## src/rtl/dpwm_pkg.sv

```systemverilog
package dpwm_pkg;

   // Per-clock events produced by the shared time base
   typedef struct packed {
      logic tick;      // one PWM step elapses at this edge
      logic wrap;      // last step of the last cycle of a frame
      logic restart;   // divider changed: clear everything
   } tb_evt_t;

   // Step length in system clocks for a divider selection
   function automatic int unsigned step_len(input int unsigned sel);
      return 2 << sel;
   endfunction

endpackage

```

## src/rtl/dpwm_prescaler.sv

```systemverilog
module dpwm_prescaler #(
   parameter  int SEL_W = 2,
   localparam int CNT_W = 1 << SEL_W
) (
   input  logic             clk,
   input  logic             rst_n,
   input  logic             restart,
   input  logic [SEL_W-1:0] sel,
   output logic             tick
);

   logic [CNT_W-1:0] cnt_q;
   logic [CNT_W:0]   span;
   logic [CNT_W-1:0] mask;

   always_comb begin
      span = (CNT_W+1)'(2) << sel;
      mask = span[CNT_W-1:0] - CNT_W'(1);
      tick = (cnt_q & mask) == mask;
   end

   always_ff @(posedge clk or negedge rst_n) begin
      if (!rst_n)       cnt_q <= '0;
      else if (restart) cnt_q <= '0;
      else              cnt_q <= cnt_q + CNT_W'(1);
   end

endmodule

```

## src/rtl/dpwm_timebase.sv

```systemverilog
module dpwm_timebase #(
   parameter int CYC_W = 5,
   parameter int FRM_W = 3
) (
   input  logic             clk,
   input  logic             rst_n,
   input  logic             restart,
   input  logic             tick,
   output logic [CYC_W-1:0] cyc,
   output logic [FRM_W-1:0] frm,
   output logic             wrap
);

   logic [CYC_W-1:0] cyc_q;
   logic [FRM_W-1:0] frm_q;

   assign cyc  = cyc_q;
   assign frm  = frm_q;
   assign wrap = tick && (&cyc_q) && (&frm_q);

   always_ff @(posedge clk or negedge rst_n) begin
      if (!rst_n) begin
         cyc_q <= '0;
         frm_q <= '0;
      end else if (restart) begin
         cyc_q <= '0;
         frm_q <= '0;
      end else if (tick) begin
         cyc_q <= cyc_q + CYC_W'(1);
         if (&cyc_q) frm_q <= frm_q + FRM_W'(1);
      end
   end

endmodule

```

## src/rtl/dpwm_channel.sv

```systemverilog
module dpwm_channel #(
   parameter  int CYC_W      = 5,
   parameter  int FRM_W      = 3,
   parameter  bit SPREAD_REV = 1'b1,
   localparam int DAT_W      = CYC_W + FRM_W
) (
   input  logic             clk,
   input  logic             rst_n,
   input  logic             we,
   input  logic [DAT_W-1:0] wdata,
   input  logic             load,
   input  logic [CYC_W-1:0] cyc,
   input  logic [FRM_W-1:0] frm,
   output logic             pwm,
   output logic [DAT_W-1:0] act
);

   logic [DAT_W-1:0] pend_q;
   logic [DAT_W-1:0] act_q;
   logic [FRM_W-1:0] pos;
   logic             ext;
   logic [CYC_W:0]   high_len;

   // Order in which frame cycles are picked for stretching
   generate
      if (SPREAD_REV) begin : g_spread
         for (genvar j = 0; j < FRM_W; j++) begin : g_bit
            assign pos[j] = frm[FRM_W-1-j];
         end
      end else begin : g_burst
         assign pos = frm;
      end
   endgenerate

   always_comb begin
      ext      = pos < act_q[FRM_W-1:0];
      high_len = {1'b0, act_q[DAT_W-1:FRM_W]} + (CYC_W+1)'(ext);
      pwm      = {1'b0, cyc} < high_len;
   end

   assign act = act_q;

   always_ff @(posedge clk or negedge rst_n) begin
      if (!rst_n) begin
         pend_q <= '0;
         act_q  <= '0;
      end else begin
         if (we)   pend_q <= wdata;
         if (load) act_q  <= we ? wdata : pend_q;
      end
   end

endmodule

```

## src/rtl/dpwm_bank.sv

```systemverilog
module dpwm_bank #(
   parameter  int NCH        = 5,
   parameter  int CYC_W      = 5,
   parameter  int FRM_W      = 3,
   parameter  int SEL_W      = 2,
   parameter  bit SPREAD_REV = 1'b1,
   localparam int DAT_W      = CYC_W + FRM_W
) (
   input  logic             clk,
   input  logic             rst_n,
   input  logic [NCH-1:0]   dat_we,
   input  logic [DAT_W-1:0] wdata,
   input  logic             en_we,
   input  logic             sel_we,
   input  logic [NCH-1:0]   gpio_in,
   output logic [NCH-1:0]   pin_out
);

   generate
      if (NCH < 1 || NCH > DAT_W) begin : g_bad_nch
         $error("dpwm_bank: NCH must lie in 1..DAT_W");
      end
      if (SEL_W < 1 || SEL_W > 3 || SEL_W > DAT_W) begin : g_bad_sel
         $error("dpwm_bank: SEL_W must lie in 1..3");
      end
      if (CYC_W < 1 || FRM_W < 1) begin : g_bad_cnt
         $error("dpwm_bank: counter widths must be positive");
      end
   endgenerate

   dpwm_pkg::tb_evt_t    evt;
   logic [SEL_W-1:0]     sel_q;
   logic [NCH-1:0]       en_q;
   logic [NCH-1:0]       pwm;
   logic [CYC_W-1:0]     cyc;
   logic [FRM_W-1:0]     frm;
   logic                 tick;
   logic                 wrap;
   logic                 restart;
   logic                 load;
   logic [NCH*DAT_W-1:0] act_flat;

   assign restart     = sel_we && (wdata[SEL_W-1:0] != sel_q);
   assign load        = restart || wrap;
   assign evt.tick    = tick;
   assign evt.wrap    = wrap;
   assign evt.restart = restart;

   always_ff @(posedge clk or negedge rst_n) begin
      if (!rst_n) begin
         sel_q <= '0;
         en_q  <= '0;
      end else begin
         if (restart) sel_q <= wdata[SEL_W-1:0];
         if (en_we)   en_q  <= wdata[NCH-1:0];
      end
   end

   dpwm_prescaler #(.SEL_W(SEL_W)) u_psc (
      .clk     (clk),
      .rst_n   (rst_n),
      .restart (evt.restart),
      .sel     (sel_q),
      .tick    (tick)
   );

   dpwm_timebase #(.CYC_W(CYC_W), .FRM_W(FRM_W)) u_tb (
      .clk     (clk),
      .rst_n   (rst_n),
      .restart (evt.restart),
      .tick    (evt.tick),
      .cyc     (cyc),
      .frm     (frm),
      .wrap    (wrap)
   );

   generate
      for (genvar i = 0; i < NCH; i++) begin : g_ch
         dpwm_channel #(
            .CYC_W      (CYC_W),
            .FRM_W      (FRM_W),
            .SPREAD_REV (SPREAD_REV)
         ) u_ch (
            .clk   (clk),
            .rst_n (rst_n),
            .we    (dat_we[i]),
            .wdata (wdata),
            .load  (load),
            .cyc   (cyc),
            .frm   (frm),
            .pwm   (pwm[i]),
            .act   (act_flat[i*DAT_W +: DAT_W])
         );
      end
   endgenerate

   assign pin_out = (en_q & pwm) | (~en_q & gpio_in);

endmodule

```

## config.mk

```make
export PLATFORM = sky130hd
export DESIGN_NAME = dpwm_bank
export DESIGN_NICKNAME = d
export VERILOG_FILES = /design/src/rtl/dpwm_pkg.sv /design/src/rtl/dpwm_prescaler.sv /design/src/rtl/dpwm_timebase.sv /design/src/rtl/dpwm_channel.sv /design/src/rtl/dpwm_bank.sv
export SDC_FILE = /design/constraint.sdc
export NUM_CORES = 1
export LEC_CHECK = 0
export BUFFER_PORTS_ARGS = -buffer_cell sky130_fd_sc_hd__buf_2
export CORE_MARGIN = 2
export CORE_UTILIZATION = 25
export DETAILED_ROUTE_END_ITERATION = 7
export HOLD_SLACK_MARGIN = 0.12
export PLACE_DENSITY = 0.47
export SYNTH_ARGS = -nofsm -noshare
export SYNTH_HDL_FRONTEND = slang
export SYNTH_HIERARCHICAL = 1
export SYNTH_SLANG_ARGS = --single-unit
```

## constraint.sdc

```tcl
create_clock -name clk -period 3.2 [get_ports clk]
set_clock_uncertainty 0.15 [all_clocks]
set_input_delay 0.32 -clock clk [delete_from_list [all_inputs] [get_ports clk]]
set_output_delay 0.32 -clock clk [all_outputs]
set_load 0.02 [all_outputs]
```

-- Word level (Yosys, flattened, before mapping)
Cells that the tools add are included.
- eq/ne operators: 2
- magnitude comparators: 10
- bitwise logic cells: 5
- shift operators: 1
- $add $sub $neg: 9
- muxes and demuxes: 11
- reduce and logical (&&, ||, !) cells: 9
- operator list (cell ; number):
    two-way mux 8 bit ; 5
    adder 5 x 1 -> 6 bit ; 5
    less-than comparator 5 x 6 -> 1 bit ; 5
    less-than comparator 3 bit ; 5
    bitwise AND 5 bit ; 2
    two-way mux 5 bit ; 2
    two-way mux 3 bit ; 3
    adder 5 x 1 -> 5 bit (second input constant) ; 1
    inverter 5 bit ; 1
    OR 5 bit ; 1
    AND reduction 5 bit ; 1
    adder 4 x 1 -> 4 bit (second input constant) ; 1
    bitwise AND 4 bit ; 1
    equality test 4 bit ; 1
    two-way mux 4 bit ; 1
    nonzero test 2 bit ; 2
    << shifter 2 x 2 -> 4 bit (first input constant) ; 1
    subtractor 4 x 1 -> 4 bit (second input constant) ; 1
    adder 3 x 1 -> 3 bit (second input constant) ; 1
    logical AND 1 bit ; 3
    AND reduction 3 bit ; 1
    != test 2 bit ; 1
    AND reduction 2 bit ; 1
    logical OR 1 bit ; 1
- word-level logic and storage cells: 62
- output and inout port bits: 5
- register bits after elaboration: 99
- input port bits: 22

-- Depth between registers and ports, before layout
Gate-level depths: netlist of run 1.
- word-level depth: 7
- gate-level depth with buffers: 13

-- Hierarchy
Netlist of run 1, hierarchy kept.
- by module, submodules not included (module ; cells an instance ; area each (um^2) ; instances):
    dpwm_channel ; 64 ; 850.8 ; 5
    dpwm_timebase ; 38 ; 431.7 ; 1
    dpwm_bank ; 23 ; 345.3 ; 1
    dpwm_prescaler ; 17 ; 177.7 ; 1

-- Worst setup path before layout of run 1
OpenSTA, ideal clock, no wires.
- path kind: flip-flop to output port
- from: register u_tb.frm_q[1] (netlist: u_tb/frm[1])
- to: output port pin_out[0]
- stages on the path, launching flop included: 13
- buffers on the path: 0
- setup slack: 0.272 ns
- data arrival time: 2.458 ns
- cell sequence: dfrtp_1 -> ha_1 -> a21o_1 -> a21oi_1 -> ha_1 -> ha_1 -> nand3_1 -> xor2_1 -> ha_1 -> nand3_1 -> o21ai_0 -> o21ai_0 -> mux2_2
- word-level cells in the longest chain between the ends: 5
- RTL lines (item ; line ; RTL):
    start, declared ; dpwm_timebase.sv:15 ; logic [FRM_W-1:0] frm_q;
    start signal, assigned ; dpwm_timebase.sv:30 ; if (&cyc_q) frm_q <= frm_q + FRM_W'(1);
    less-than comparator 3 bit ; dpwm_channel.sv:36 ; ext = pos < act_q[FRM_W-1:0];
    adder 5 x 1 -> 6 bit ; dpwm_channel.sv:37 ; high_len = {1'b0, act_q[DAT_W-1:FRM_W]} + (CYC_W+1)'(ext);
    less-than comparator 5 x 6 -> 1 bit ; dpwm_channel.sv:38 ; pwm = {1'b0, cyc} < high_len;
    via pwm[0] ; dpwm_bank.sv:34 ; logic [NCH-1:0] pwm;
    bitwise AND 5 bit ; dpwm_bank.sv:97 ; assign pin_out = (en_q & pwm) | (~en_q & gpio_in);
    OR 5 bit ; dpwm_bank.sv:97 ;
    end, declared ; dpwm_bank.sv:16 ; output logic [NCH-1:0] pin_out
The timed path passes the listed nets, and every way through them passes these cells.

-- Final worst setup path of run 1
- from: register u_tb.frm_q[1] (netlist: u_tb/frm[1])
- to: output port pin_out[2]
The elaborated chain is that of the path after synthesis.

==> results.py, run 1 <==
metrics = {
    "sta": {
        "timing.final.crit_share": 1.11,
        "period_minus_slack_ns": 3.55,
        "hold_viol": 0,
        "clock.fmax_mhz": 282,
        "rsz0062_at_grt": "true",
        "worst_slew_pin_slew_ns": 0.589,
        "setup_viol": 5,
        "layout_setup_ws_ns": -0.352,
        "max_slew_margin": 0.608,
        "drv_slew": 0,
    },
    "worst_setup_path": {
        "endpoint_kind": "output port",
        "crit_start": "u_tb/frm[1]",
        "arrival_ns": 3.08,
        "ff2ff_path_depth": 7,
        "critical_path_class": "register to output port",
        "cp_max_fo": 5,
        "crit_slowest_cell": "dfrtp_2",
        "critPathLaunchType": "register",
        "path_cells": "buf_6, ha_4, a21o_1, a21oi_2, ha_2, ha_4, nand3_1, xor2_1, ha_1, nand3_1, o21ai_1, o21ai_1, mux2_4, buf_6",
        "r2r-start": "u_tb/cyc[1]",
        "cp.required_ns": 2.73,
        "r2r-end": "g_ch[0].u_ch/act[0]",
        "crit_buf_inv": 2,
        "r2r_slack_ns": 0.51,
        "path_delay_family": "adder cells",
        "crit_path_max_incr_delay_ns": 0.45,
    },
    "min_path": {
        "hp-class": "input port to register",
        "hold_depth": 2,
        "hold_end": "g_ch[1].u_ch/pend_q[6]",
        "min_from": "wdata[6]",
    },
    "grt": {
        "grt-ovfl-total": 0,
        "grt_pass1_vias": 3346,
        "grt.total_usage": 0.113,
        "grt_antenna_before_repair": 0,
        "grt_pass1_wl_um": 18700,
        "grt_max_degree": 58,
    },
    "place": {
        "gp_congestion": 0.751,
        "port_buffers": 26,
        "dp_hpwl_um": 7690,
        "placed_cells": 703,
        "dpl_worst_slack_ns": -0.136,
    },
    "detailed_routing": {
        "first_pass_iters": 4,
        "wl_per_cell_um": 15.9,
        "ant_nets": 0,
        "drt-initial-drc-count": 126,
        "drc": 0,
        "num_vias": 3141,
        "via_per_inst": 4.36,
        "wirelength_um": 11400,
    },
    "floorplan": {
        "ios": 27,
        "start_util": 0.256,
        "dieArea_mm2": 0.0220,
        "die_x_um": 148,
        "die_h_um": 148,
        "fp-row-count": 52,
        "coreArea_mm2": 0.0204,
    },
    "finish": {
        "finalNonFillerCells": 721,
        "area_growth_pct": 21.3,
        "diodes": 0,
        "layout_common_cells": "dfrtp_1, mux2_4, ha_1, buf_2",
        "layout-drive-gt1-share": 0.390,
        "fin_nets": 514,
        "fillCellCount": 2038,
        "area.sequential_mm2": 0.00248,
        "final_common_cell": "dfrtp_1",
        "multiInputGateArea_mm2": 0.00275,
    },
    "pwr": {
        "pwr-share-clk": 0.293,
        "power_switching_share": 0.293,
        "pwr-share-seq": 0.426,
        "powerDensity_mw_per_mm2": 602,
        "combPwrFrac": 0.281,
        "p_sw_mw": 1.11,
        "internal_power_mw": 2.69,
        "max-vdd-ir-drop_v": 0.000238,
        "p_leak_nw": 2.97,
    },
    "logic_synthesis": {
        "async_flop_share": 1.00,
        "ys_types": 27,
        "synth_seq_area_share": 0.476,
        "syn_area_mm2": 0.00521,
        "synth-main-ff-cell": "dfrtp_1",
        "ys.warnings.count": 6,
        "synth-edff-count": 0,
        "syn_avg_cell_area_um2": 13.1,
        "synth-seq-cells": 99,
        "syn_nets": 465,
        "syn-instance-count": 398,
    },
    "status": {
        "status": "finished, violations left",
        "violations": "negative setup slack",
    },
    "job": {
        "cap_violations": 0,
    },
    "cts": {
        "cts_buffers": 9,
        "clk_path_buf_depth": 2,
        "root_buffer": "clkbuf_16",
        "htreeDepth": 3,
        "cts.reportedPaths.clkPinSlew_ns": 0.07,
        "clock-sinks": 99,
        "clk_latency_ns": 0.35,
        "cts_tree": "yes",
    },
}
==> metrics by stage <==
| stage | total power, mW | utilization | TNS, ns | hold WS [ns] | cell area [um^2] |
|---|---|---|---|---|---|
| after CTS | 3.84 | 0.309 | -1.70 | 0.226 | 6290 |
| after detailed placement | 2.60 | 0.282 | -0.433 | 0.218 | 5750 |
| after global placement | 2.57 | 0.282 | -0.250 | 0.209 | 5750 |
| after global routing | 4.07 | 0.310 | -2.30 | 0.231 | 6320 |
| after floorplan | 2.30 | - | 0 | -0.126 | 5210 |
| final | 3.81 | 0.310 | -1.55 | 0.231 | 6320 |
==> cell families (layout without fill, tap and decap cells) <==
kind of cell / Yosys count / count (layout) / share of synthesized area
and+or+nand+nor: 64 / 64 / 0.0608
muxes: 85 / 85 / 0.227
xor gates and xnor gates: 20 / 20 / 0.0336
adders and majority gates: 45 / 45 / 0.108
AOI/OAI and AO/OA: 56 / 56 / 0.0644
DFF: 99 / 99 / 0.476
buffers and inverters: 29 / 82 / 0.0310
==> worst max path at each step <==
stage / slack [ns] / cells after the start / endpoint
floorplan: 0.27 / 12 / pin_out[0]
global placement: -0.09 / 14 / pin_out[0]
detailed placement: -0.14 / 14 / pin_out[3]
CTS: -0.37 / 15 / pin_out[3]
global route: -0.50 / 14 / pin_out[2]
finish: -0.35 / 14 / pin_out[2]
==> worst reg2reg max path: stages (launching register included) <==
cell and delay [ns]:
dfrtp_1 0.61, ha_1 0.27, and3_1 0.17, ha_1 0.30
and3_1 0.19, or2_2 0.12, buf_4 0.40, mux2_4 0.37
==> synth_stat cells (2+ instances only) <==
master,count,area (um^2)
nor2b_1,2,12.5
nand2b_1,10,62.6
a21oi_1,19,95.1
inv_1,17,63.8
nor2_1,7,26.3
ha_1,45,563
xor2_1,11,96.3
nand2_1,16,60.1
buf_6,6,67.6
nand3b_1,2,15.0
nand3_1,23,115
a21o_1,10,75.1
dfrtp_1,99,2480
mux2_4,60,901
mux2i_1,2,20.0
mux2_2,22,248
buf_2,6,30.0
xnor2_1,9,78.8
a21bo_2,4,40.0
and3_1,2,12.5
o21ai_0,20,100
==> layout make-up <==
class	count	share of cell area
inverters	17	0.0101
clock inverters	4	0.00792
well taps	270	0.0535
flip-flops and latches	99	0.392
clock buffers	11	0.0400
repair buffers	50	0.0608
multi-input cells	270	0.436
==> registers in the layout, indices dropped and copies added (netlist names) <==
name and cells:
g_ch.u_ch/act 40, sel_q 2, u_psc/cnt_q 4, u_tb/frm 3, en_q 5, u_tb/cyc 5, g_ch.u_ch/pend_q 40
==> metal layers <==
layer	vias up	share of wire	track usage	wire [um]
met4	0	0.012	0.0310	142
met2	34	0.49	0.189	5660
li1	1493	-	-	-
met1	1606	0.47	0.145	5330
met5	-	0	0	0
met3	8	0.027	0.0301	311
==> power groups by stage <==
stage               combinational [mW]  clock (mW)  sequential (mW)
detailed placement               0.968           0             1.63
floorplan                        0.722           0             1.58
CTS                               1.07        1.15             1.62
finish                            1.07        1.12             1.62
global placement                 0.939           0             1.63
global route                      1.20        1.21             1.66
==> timing repair <==
| item | CTS | global route |
|---|---|---|
| pin swaps | 31 | 26 |
| hold buffers | 2 | 0 |
| hold endpoints to repair | 44 | 0 |
| gates resized for setup | 53 | 7 |
| setup endpoints to repair | 5 | 5 |
| buffers inserted | 1 | 0 |
Note: power is estimated with default switching activity, not from simulation.
==> run 2: changes to the inputs <==
--- a/config.mk
+++ b/config.mk
@@ -8,6 +8,7 @@
 export BUFFER_PORTS_ARGS = -buffer_cell sky130_fd_sc_hd__buf_2
 export CORE_MARGIN = 2
 export CORE_UTILIZATION = 25
+export CTS_BUF_LIST = sky130_fd_sc_hd__clkbuf_2 sky130_fd_sc_hd__clkbuf_4 sky130_fd_sc_hd__clkbuf_8
 export DETAILED_ROUTE_END_ITERATION = 7
 export HOLD_SLACK_MARGIN = 0.12
 export PLACE_DENSITY = 0.47
==> run 2 against run 1 <==
Compared with the run above:
- the run still ends with negative setup slack left
- worst hold slack worse by 0.034 ns
- final cell count is the same
- flip-flop and latch count did not move
- count of clock-buffer cells in the layout unchanged
- power down 6.9%
- routed wire length increased by 0.32%
- cell area down 1.2%
- sequential share of layout area increased by 0.52 points
- largest cell class unchanged
- highest routed layer unchanged
==> results.py, run 2 (same netlist as run 1, synthesis figures left out) <==
metrics = {
    "status": {
        "status": "finished, violations left",
        "violations": "negative setup slack",
    },
    "place": {
        "port_buffers": 26,
        "gp_congestion": 0.751,
        "dp_hpwl_um": 7690,
        "post_dp_cell_area_mm2": 0.00575,
    },
    "floorplan": {
        "die_h_um": 148,
        "coreArea_mm2": 0.0204,
        "fp-row-count": 52,
        "die_x_um": 148,
        "dieArea_mm2": 0.0220,
        "start_util": 0.256,
        "ios": 27,
    },
    "worst_setup_path": {
        "critical_path_class": "register to output port",
        "crit_buf_inv": 2,
        "critPathLaunchType": "register",
        "crit_slowest_cell": "dfrtp_2",
        "path_cells": "buf_6, ha_4, a21o_1, a21oi_2, ha_2, ha_4, nand3_2, xor2_1, ha_1, nand3_1, o21ai_1, o21ai_1, mux2_4, buf_6",
        "path_delay_family": "adder cells",
        "cp_max_fo": 5,
        "arrival_ns": 3.13,
        "cp.required_ns": 2.73,
        "endpoint_kind": "output port",
        "crit_path_max_incr_delay_ns": 0.46,
    },
    "detailed_routing": {
        "first_pass_iters": 4,
        "via_per_inst": 4.34,
        "ant_nets": 0,
        "wirelength_um": 11500,
        "drc": 0,
        "wl_per_cell_um": 15.9,
        "drt-initial-drc-count": 152,
        "num_vias": 3126,
    },
    "sta": {
        "timing.final.crit_share": 1.13,
        "drv_slew": 0,
        "max_slew_margin": 0.602,
        "rsz0062_at_grt": "true",
        "worst_slew_pin_slew_ns": 0.597,
        "setup_viol": 5,
        "tns_ns": -1.78,
        "period_minus_slack_ns": 3.60,
        "clock.fmax_mhz": 277,
        "hold_viol": 0,
        "layout_setup_ws_ns": -0.405,
    },
    "grt": {
        "grt_util_met1": 0.142,
        "grt_pass1_wl_um": 18700,
        "grt_max_degree": 58,
        "grtUsageMet2": 0.190,
        "grt.total_usage": 0.113,
        "grt_use_met3": 0.0310,
        "busiest_layer": "met2",
        "grt-ovfl-total": 0,
        "grt_pass1_vias": 3366,
        "grt_antenna_before_repair": 0,
    },
    "pwr": {
        "finalPower_mw": 3.54,
        "max-vdd-ir-drop_v": 0.000170,
        "powerDensity_mw_per_mm2": 568,
        "p_leak_nw": 2.92,
    },
    "finish": {
        "fin_nets": 514,
        "area_growth_pct": 19.8,
        "layout-drive-gt1-share": 0.399,
        "diodes": 0,
        "final_util": 0.306,
        "layout_common_cells": "dfrtp_1, mux2_4, ha_1, buf_2, mux2_2",
        "design_area_mm2": 0.00624,
        "final_common_cell": "dfrtp_1",
    },
    "min_path": {
        "hp-class": "input port to register",
    },
    "cts": {
        "root_buffer": "clkbuf_8",
        "cts.reportedPaths.clkPinSlew_ns": 0.10,
        "clock-sinks": 99,
        "clk_latency_ns": 0.38,
        "cts_buffers": 9,
        "htreeDepth": 3,
        "cts_tree": "yes",
        "clk_path_buf_depth": 2,
    },
    "job": {
        "cap_violations": 0,
    },
}
[run 2: power by group]
part / total (mW) / switching (mW) / internal (mW)
registers: 1.62 / 0.176 / 1.45
logic: 1.08 / 0.478 / 0.607
clock network: 0.836 / 0.437 / 0.398
[run 2: repair_timing]
action                     in CTS  in global routing
setup endpoints to repair       5                  5
cloned                          0                  0
hold endpoints to repair       44                  0
hold buffers                    2                  0
pin swaps                      31                 27
setup buffers                   1                  0
resized for setup              53                 12
[run 2: through the flow]
stage,hold slack [ns],instances,setup WS [ns]
3_5_place_dp,0.218,703,-0.136
6_report,0.197,721,-0.405
4_1_cts,0.176,721,-0.428
2_1_floorplan,-0.126,398,0.272
3_3_place_gp,0.209,703,-0.0924
5_1_grt,0.174,721,-0.553
[run 2: cell type report]
| class | count | area, um^2 |
|---|---|---|
| Clock buffer | 11 | 151 |
| Multi-Input combinational cell | 270 | 2770 |
| Tap cell | 270 | 338 |
| Clock inverter | 4 | 50.0 |
| Timing Repair Buffer | 50 | 384 |
| Fill cell | 2055 | 14100 |
| Inverter | 17 | 63.8 |
| Sequential cell | 99 | 2480 |
[run 2: worst paths after layout]
kind,from,end,slack [ns],cells past startpoint
max reg2reg,u_tb/cyc[1],g_ch[0].u_ch/act[0],0.51,7
max in group asynchronous,rst_n,u_tb/frm[0],1.85,3
min in group asynchronous,rst_n,u_psc/cnt_q[3],0.33,2
min reg2reg,u_psc/cnt_q[0],u_psc/cnt_q[0],0.34,1
min,wdata[6],g_ch[1].u_ch/pend_q[6],0.20,2
max,u_tb/frm[1],pin_out[2],-0.40,14
[run 2: metal layers]
metal	vias to the layer above	routed length, um
met1	1601	5370
met2	27	5650
met5	-	0
li1	1487	-
met3	11	308
met4	0	146
==> run 3: changes to the inputs <==
--- a/config.mk
+++ b/config.mk
@@ -14,5 +14,4 @@
 export PLACE_DENSITY = 0.47
 export SYNTH_ARGS = -nofsm -noshare
 export SYNTH_HDL_FRONTEND = slang
-export SYNTH_HIERARCHICAL = 1
 export SYNTH_SLANG_ARGS = --single-unit
==> run 3 against run 2 <==
Compared with the run above:
- the run still ends with negative setup slack left
- via count shrank 1.6%
- flip-flop and latch count unchanged
- non-clock buffer count down 8
- sequential power about the same
- clock power rose by 7.9%
- count of clock-buffer cells in the layout is 1 lower
- first-iteration DRC count fell by 39%
- highest routed layer unchanged
==> results.py, run 3 <==
metrics = {
    "finish": {
        "layout-drive-gt1-share": 0.395,
        "fillCellCount": 2083,
        "area.sequential_mm2": 0.00248,
        "layout_common_cells": "dfrtp_1, mux2_2, mux2_4, ha_1, buf_2",
        "multiInputGateArea_mm2": 0.00269,
        "area_growth_pct": 18.1,
        "final_common_cell": "dfrtp_1",
        "finalNonFillerCells": 713,
        "diodes": 0,
        "fin_nets": 505,
    },
    "logic_synthesis": {
        "synth_seq_area_share": 0.478,
        "syn_area_mm2": 0.00519,
        "synth_top_area_frac": 0.478,
        "syn-instance-count": 396,
        "yosysMostFrequentCell": "dfrtp_1",
        "yosysTopAreaCell": "dfrtp_1",
        "syn_nets": 463,
        "synth-seq-cells": 99,
        "async_flop_share": 1.00,
        "yosys-top-cells-count": "dfrtp_1, mux2_2, ha_1, mux2_4, a21oi_1",
        "synth-main-ff-cell": "dfrtp_1",
        "ys.warnings.count": 0,
        "synthTopCellsByArea": "dfrtp_1, mux2_4, ha_1",
        "synth-edff-count": 0,
        "syn_avg_cell_area_um2": 13.1,
        "ys_types": 32,
    },
    "sta": {
        "clock.fmax_mhz": 303,
        "period_minus_slack_ns": 3.30,
        "setup_viol": 5,
        "layout_setup_ws_ns": -0.0968,
        "max_slew_margin": 0.489,
        "timing.final.crit_share": 1.03,
        "hold_slack_ns": 0.187,
        "tns_ns": -0.317,
        "worst_slew_pin_slew_ns": 0.766,
        "hold_viol": 0,
        "rsz0062_at_grt": "true",
        "drv_slew": 0,
    },
    "detailed_routing": {
        "wirelength_um": 11400,
        "first_pass_iters": 4,
        "via_per_inst": 4.32,
        "drc": 0,
        "ant_nets": 0,
        "met3_length_um": 280,
        "topRoutingLayerUsed": "met4",
        "wl_met1_um": 5530,
        "num_vias": 3077,
        "drt-initial-drc-count": 93,
        "wl_per_cell_um": 16.0,
        "dr_wl_met2_um": 5430,
    },
    "cts": {
        "cts_buffers": 9,
        "cts.reportedPaths.clkPinSlew_ns": 0.10,
        "root_buffer": "clkbuf_8",
        "clock-sinks": 99,
        "clk_latency_ns": 0.38,
        "clk_path_buf_depth": 2,
        "cts_tree": "yes",
        "htreeDepth": 3,
    },
    "floorplan": {
        "dieArea_mm2": 0.0219,
        "die_x_um": 148,
        "fp-row-count": 52,
        "coreArea_mm2": 0.0203,
        "start_util": 0.255,
        "die_h_um": 148,
        "ios": 27,
    },
    "status": {
        "violations": "negative setup slack",
        "status": "finished, violations left",
    },
    "worst_setup_path": {
        "endpoint_kind": "output port",
        "critPathLaunchType": "register",
        "arrival_ns": 2.83,
        "critical_path_class": "register to output port",
        "cp_max_fo": 5,
        "cp.required_ns": 2.73,
    },
    "pwr": {
        "max-vdd-ir-drop_v": 0.000192,
        "p_leak_nw": 2.75,
        "powerDensity_mw_per_mm2": 582,
    },
    "min_path": {
        "hp-class": "input port to register",
    },
    "grt": {
        "grt_antenna_before_repair": 0,
        "grt-ovfl-total": 0,
        "grt_pass1_vias": 3227,
        "grt_max_degree": 58,
        "grt.total_usage": 0.111,
        "grt_pass1_wl_um": 18200,
    },
    "job": {
        "cap_violations": 0,
    },
    "place": {
        "port_buffers": 26,
        "dpl_worst_slack_ns": 0.158,
        "gp_congestion": 0.758,
        "placed_cells": 686,
        "dp_hpwl_um": 7640,
    },
}
## run 3: cell types whose count changed in the layout (fill, tap and decap cells not counted), sizes merged, moves of 4 or more
| cell | delta |
|---|---|
| buf | -8 |
| o21ai | -7 |
| a21o | -5 |
| a21oi | +5 |
| nand2 | -5 |
| o21a | +5 |
| a31oi | +4 |
| mux2 | +4 |
| o2bb2ai | +4 |
## run 3: kinds of logic after synthesis
kind of cell	Yosys count	share of synthesized area
buffers and inverters	29	0.0335
muxes	87	0.218
adders and majority gates	45	0.109
DFF	99	0.478
and+or+nand+nor	56	0.0569
xor gates and xnor gates	19	0.0321
AOI/OAI and AO/OA	61	0.0733
## run 3: what timing repair did
item                                    4_1_cts  5_1_grt
endpoints found under the setup margin        5        5
hold endpoints to repair                     58        0
hold buffers                                  2        0
pin swaps                                    26       21
gates resized for setup                      31        8
buffers inserted                              6        3
## run 3: stage by stage
step,power (mW),cell area (um^2),utilization
floorplan,2.34,5190,-
detailed placement,2.58,5630,0.277
finish,3.56,6130,0.302
global placement,2.55,5630,0.277
global route,3.81,6130,0.302
CTS,3.59,6070,0.299
## run 3: layout make-up
type                    instances  area share
multi-input cells             268       0.439
flip-flops and latches         99       0.405
well taps                     270      0.0551
repair buffers                 42      0.0543
clock buffers                  10      0.0214
clock inverters                 6      0.0143
inverters                      18      0.0110
## run 3: worst paths after layout
| check | end | slack [ns] | cells after the start | start |
|---|---|---|---|---|
| min reg2reg | g_ch[1].u_ch.pend_q[7] | 0.35 | 1 | g_ch[1].u_ch.pend_q[7] |
| min | g_ch[1].u_ch.pend_q[5] | 0.19 | 2 | wdata[5] |
| max in group asynchronous | g_ch[3].u_ch.act[5] | 1.80 | 3 | rst_n |
| min in group asynchronous | g_ch[1].u_ch.pend_q[6] | 0.40 | 2 | rst_n |
| max reg2reg | g_ch[1].u_ch.act[7] | 0.70 | 7 | u_tb.cyc[0] |
| max | pin_out[4] | -0.1 | 12 | u_tb.frm[1] |
## run 3: worst max-delay path, cell delays in order, from the launching register on
cell and delay, ns:
dfrtp_2 0.45, buf_12 0.15, ha_4 0.23, a21o_1 0.17, a21oi_2 0.15, ha_2 0.21
nand3_1 0.09, xor2_1 0.16, ha_1 0.30, a21oi_2 0.12, o21ai_1 0.07, a31oi_1 0.18
buf_4 0.17
## run 3: where the power goes
| group | switching, mW | internal [mW] |
|---|---|---|
| clock network | 0.450 | 0.452 |
| registers | 0.179 | 1.45 |
| logic | 0.456 | 0.575 |
## run 3: layer usage
| layer | track usage | vias up |
|---|---|---|
| met4 | 0.0457 | 0 |
| met2 | 0.182 | 32 |
| met3 | 0.0231 | 12 |
| li1 | - | 1497 |
| met5 | 0 | - |
| met1 | 0.142 | 1536 |
